===== src/rtl/flash_dec_pkg.sv =====
// Package: types shared by the thermometer decoder and its checker.
// Assumes nothing beyond the encoding of the overrange mode level.
package flash_dec_pkg;

    // Overrange report style, as carried on the mode input
    typedef enum logic {
        OVR_RETURN_ZERO = 1'b0,
        OVR_SATURATE    = 1'b1
    } ovr_mode_e;

endpackage


===== src/rtl/therm_bubble_vote.sv =====
// Module: therm_bubble_vote
// Replaces every thermometer bit with the majority of itself and its two
// neighbours. Assumes bit 0 is the lowest level; the virtual bit below the
// vector is 1 and the virtual bit above it is 0.
module therm_bubble_vote #(
    parameter int N_BITS = 255
) (
    input  logic [N_BITS-1:0] raw_therm,
    output logic [N_BITS-1:0] fixed_therm
);

    // Vector extended by the two fixed end neighbours
    logic [N_BITS+1:0] padded;

    assign padded = {1'b0, raw_therm, 1'b1};

    genvar g;
    generate
        for (g = 0; g < N_BITS; g++) begin : g_vote
            // Two-of-three vote over below, self, above
            assign fixed_therm[g] = (padded[g]   & padded[g+1])
                                  | (padded[g+1] & padded[g+2])
                                  | (padded[g]   & padded[g+2]);
        end
    endgenerate

endmodule


===== src/rtl/therm_ones_count.sv =====
// Module: therm_ones_count
// Counts the ones in a corrected thermometer vector. Assumes the count of
// N_BITS ones fits in CNT_W bits.
module therm_ones_count #(
    parameter int N_BITS = 255,
    parameter int CNT_W  = 8
) (
    input  logic [N_BITS-1:0] therm,
    output logic [CNT_W-1:0]  count
);

    // Plain population count; the adder chain is left to synthesis to balance
    always_comb begin
        count = '0;
        for (int i = 0; i < N_BITS; i++) begin
            count = count + CNT_W'(therm[i]);
        end
    end

endmodule


===== src/rtl/ovr_code_map.sv =====
// Module: ovr_code_map
// Selects the final code and flag from the ladder count, the overrange bit
// and the sampled mode. Assumes all inputs come from one sample.
module ovr_code_map
    import flash_dec_pkg::*;
#(
    parameter int CODE_W = 8
) (
    input  logic [CODE_W-1:0] ladder_code,
    input  logic              over_top,
    input  ovr_mode_e         mode,
    output logic [CODE_W-1:0] code,
    output logic              flag
);

    // Overrange overrides the ladder code in the style the mode picks
    always_comb begin
        code = ladder_code;
        flag = 1'b0;
        if (over_top) begin
            if (mode == OVR_SATURATE) begin
                code = '1;
            end else begin
                code = '0;
                flag = 1'b1;
            end
        end
    end

endmodule


===== src/rtl/flash_therm_decoder.sv =====
// Module: flash_therm_decoder
// Two-stage decoder for a flash converter: stage one captures comparator
// bits and mode on the encode edge; stage two registers the corrected,
// counted and mapped result. Assumes the ladder occupies bits 0..2^CODE_W-2
// and the overrange comparator is the top bit. Reset is synchronous, active low.
module flash_therm_decoder
    import flash_dec_pkg::*;
#(
    parameter int CODE_W = 8
) (
    input  logic                  clk,
    input  logic                  rst_n,
    input  logic [(1<<CODE_W)-1:0] cmp_levels,
    input  logic                  ovr_inhibit,
    output logic [CODE_W-1:0]     code_out,
    output logic                  ovr_flag
);

    localparam int NUM_CMP = 1 << CODE_W;
    localparam int NUM_LVL = NUM_CMP - 1;

    logic [NUM_CMP-1:0] smp_levels;
    ovr_mode_e          smp_mode;
    logic [NUM_LVL-1:0] fixed_lvl;
    logic [CODE_W-1:0]  lvl_count;
    logic [CODE_W-1:0]  map_code;
    logic               map_flag;

    // Stage one: capture the comparator snapshot and its mode
    always_ff @(posedge clk) begin
        if (!rst_n) begin
            smp_levels <= '0;
            smp_mode   <= OVR_RETURN_ZERO;
        end else begin
            smp_levels <= cmp_levels;
            smp_mode   <= ovr_mode_e'(ovr_inhibit);
        end
    end

    therm_bubble_vote #(
        .N_BITS (NUM_LVL)
    ) u_vote (
        .raw_therm   (smp_levels[NUM_LVL-1:0]),
        .fixed_therm (fixed_lvl)
    );

    therm_ones_count #(
        .N_BITS (NUM_LVL),
        .CNT_W  (CODE_W)
    ) u_count (
        .therm (fixed_lvl),
        .count (lvl_count)
    );

    ovr_code_map #(
        .CODE_W (CODE_W)
    ) u_map (
        .ladder_code (lvl_count),
        .over_top    (smp_levels[NUM_CMP-1]),
        .mode        (smp_mode),
        .code        (map_code),
        .flag        (map_flag)
    );

    // Stage two: hold the decoded result for one encode period
    always_ff @(posedge clk) begin
        if (!rst_n) begin
            code_out <= '0;
            ovr_flag <= 1'b0;
        end else begin
            code_out <= map_code;
            ovr_flag <= map_flag;
        end
    end

endmodule


===== config.mk =====
export PLATFORM = sky130hd
export DESIGN_NAME = flash_therm_decoder
export DESIGN_NICKNAME = d
export VERILOG_FILES = /design/src/rtl/flash_dec_pkg.sv /design/src/rtl/therm_bubble_vote.sv /design/src/rtl/therm_ones_count.sv /design/src/rtl/ovr_code_map.sv /design/src/rtl/flash_therm_decoder.sv
export SDC_FILE = /design/constraint.sdc
export NUM_CORES = 1
export LEC_CHECK = 0
export BUFFER_PORTS_ARGS = -buffer_cell sky130_fd_sc_hd__buf_2
export CORE_UTILIZATION = 35
export DETAILED_ROUTE_END_ITERATION = 8
export SLEW_MARGIN = 40
export SYNTH_ARGS = -nofsm -noshare
export SYNTH_HDL_FRONTEND = slang
export SYNTH_HIERARCHICAL = 1
export SYNTH_SLANG_ARGS = --single-unit

===== constraint.sdc =====
create_clock -name clk -period 10.4 [get_ports clk]
set_input_delay 2.08 -clock clk [delete_from_list [all_inputs] [get_ports clk]]
set_output_delay 2.08 -clock clk [all_outputs]
set_load 0.03 [all_outputs]

==> results.md <==
- Row cnt: 79
- Clk_skew: 0.0219 ns
- Wl on met1: 17.4 mm
- H-tree depth: 1
- Hold depth: 2
- First-pass GRT wire length: 60.9 mm
- Port bufs: 267
- Vias: 10,000
- R2r startpoint: smp_levels[189]$_SDFF_PN0_
- CTS sink cnt: 266
- Crit start category: register
- CTS Root Cell: clkbuf_16
- Number of synthesized register bits: 266
- Worst hold path type: register to register
- Detailed placer's ending HPWL: between 30 and 40 mm
- Synth cell count leaders: inv_1 (377), and2_1 (267), dfxtp_1 (266)
- Layout cells sized above 1: 0.187
- Die height: ~220 um
- Number of CTS-inserted buffers: 30
- Placed inst area: 0.0186 mm2
- Final min period: 8.42 ns
- Final Cycle Share: 0.810
- Largest net degree at the start of global routing: 95
- Met2 wire len: roughly 19 mm
- Clk buf depth: 3
- Area leader, netlist: dfxtp_1
- Worst-Margin Slew: approximately 0.67 ns
- Worst R2R End: code_out[6]$_SDFF_PN0_
- NumNets Final: between 2,000 and 2,500
- Cell count after synthesis: 1,508
- Slew HR: 0.554
- DRT iter0 DRCs: 301
- Sum of negative setup slack: 0 ns
- Mapped Nets: 2,043
- CTS resizes: 0
- Worst setup path startpoint: smp_levels[189]$_SDFF_PN0_
- Worst-Skew Late Latency: 0.58 ns
- CP Class: register to register
- Worst R2R Path Depth: 27
- Yosys cell types: 30
- Antenna viol nets, final: 0
- Utilization after layout: 0.421
- Post-layout instance area: around 0.02 mm2
- GP Congestion: 0.846
- CP Max Fanout: 3
- # hold bufs at CTS: 0
- Starting Density: 0.357
- Achievable Freq: 119 MHz
- Min-delay src: smp_mode$_SDFF_PN0_
- Core area: 0.0468 mm2
- Ranking of synthesized cells by area: dfxtp_1 (32%), fa_1 (29%), maj3_1 (15%)
- Worst-path clk slew: 0.06 ns
- Most frequent cell after synthesis: inv_1
- Routed met3 length: between 1.5 and 2 mm
- CTS tree: done
- Synth warnings: 6
- DRC viols: 24
- Async SR Flop Fraction: 0
- Routed WL per cell: 16.2 um
- Chip Width: 220 um
- Final setup violation count: 0
- CP Capture Type: register
- Worst Path Arrival: 8.94 ns
- Num ports: 268
- Max layer used: met4
- Max cap viols: 0
- Initial antenna violation count: 1
- Post-CTS setup repair buffer count: 0
- TritonRoute pass-1 iters: 6
- Gr usage total: 0.168
- Sequential share of the synthesized area: 0.319
- Top_reg_cell synth: dfxtp_1
- PnR worst setup slack: between 1.5 and 2 ns
- Status: finished with violations
- WL final: roughly 39 mm
- Vias in the first global route: 11,200
- Final Slew Violations: 0
- Final Hold Vio Count: 0
- Hold endpoint: ovr_flag$_SDFF_PN0_
- R2R Setup Slk: 1.98 ns
- Residual overflow from global routing: 0
- DR vias/cell: 4.15
- Top cell type's share of synthesized area: 0.319
- Failing checks: design-rule violations
- Area Overhead vs Synth: 17.8%
- Post-synthesis average cell area: 11.1 um2
- Die ar.: 0.0486 mm2
- RSZ-0062 raised after global routing: no
- EDFF count, synth: 0
- Cell Area, Synth: 0.0167 mm2
- Pre-CTS setup slack: 1.99 ns
- Req. time, crit path: 10.92 ns
[worst max-delay path, cell delays in order, from the launching register on]
cell and delay, ns:
dfxtp_1 0.33, maj3_1 0.38, fa_1 0.54, inv_1 0.05, fa_1 0.49, inv_1 0.05
fa_1 0.48, inv_1 0.06, fa_1 0.59, fa_1 0.45, fa_1 0.46, fa_1 0.50
inv_1 0.05, fa_1 0.47, inv_1 0.05, fa_1 0.52, fa_1 0.44, fa_1 0.50
inv_1 0.05, fa_1 0.39, inv_1 0.10, fa_1 0.26, nor2b_4 0.06, o31a_1 0.25
or4b_1 0.48, nand3_1 0.10, mux2_4 0.13, and2_1 0.11
[cell usage in the layout, fill, tap and decap left out]
master and instances:
bufinv_16 3, o21a_1 1, nor2b_4 1, and2_1 267, mux2_4 8, clkinvlp_4 3, o21bai_1 1, maj3_1 247
clkinv_4 3, a41oi_1 1, or2_2 1, mux2i_1 1, dfxtp_1 266, xnor2_1 4, nor2b_1 2, clkbuf_16 30
maj3_2 6, buf_4 3, o31a_1 1, clkbuf_8 4, a211oi_1 2, clkinv_2 7, a21oi_1 4, inv_1 377
nor2_1 4, nand3_1 1, ha_1 36, or4b_1 1, buf_2 266, a21o_1 1, fa_1 240, nand2_1 1
clkbuf_1 3, o21ai_0 4, inv_6 1, clkinv_8 1, diode_2 3
[sequential cells by signal, summed over array words and instances, names as in the netlist]
signal,count
code_out,8
smp_levels,256
ovr_flag,1
smp_mode,1
[layout make-up]
cell class	count	area [um2]
Tap cell	607	759
Inverter	377	1420
Clock buffer	37	817
Multi-Input combinational cell	835	9790
Antenna cell	3	7.51
Sequential cell	266	5330
Fill cell	4536	27100
Timing Repair Buffer	269	1350
Clock inverter	18	199
[stage by stage]
step	hold slack, ns	std cells
after global routing	0.739	2409
after global placement	0.670	2354
after floorplan	0.589	1508
after CTS	0.694	2409
final	0.684	2412
after detailed placement	0.674	2354
[kinds of logic after synthesis]
| logic type | synth area share |
|---|---|
| xor+xnor | 0.00210 |
| simple gates | 0.104 |
| fa+ha+maj | 0.467 |
| mux | 0.00780 |
| buf+inv | 0.0943 |
| compound gates | 0.00570 |
| flops | 0.319 |
[routing by layer]
layer | global-route usage | up-vias
met5 | 0 | -
met2 | 0.291 | 197
li1 | - | 5028
met1 | 0.220 | 4740
met4 | 0.0437 | 0
met3 | 0.0243 | 48
[how the worst max path moves through the flow]
stage                                   to  slack [ns]  depth (start not counted)
finish              code_out[6]$_SDFF_PN0_        1.98                         27
global route        code_out[6]$_SDFF_PN0_        1.67                         27
CTS                 code_out[6]$_SDFF_PN0_        1.96                         27
detailed placement  code_out[6]$_SDFF_PN0_        1.99                         27
global placement    code_out[6]$_SDFF_PN0_        2.01                         27
floorplan           code_out[6]$_SDFF_PN0_        2.31                         27
Power is left out: the tool's default activity adds up to more than one toggle a clock period on the data nets, which glitch-free logic cannot reach.
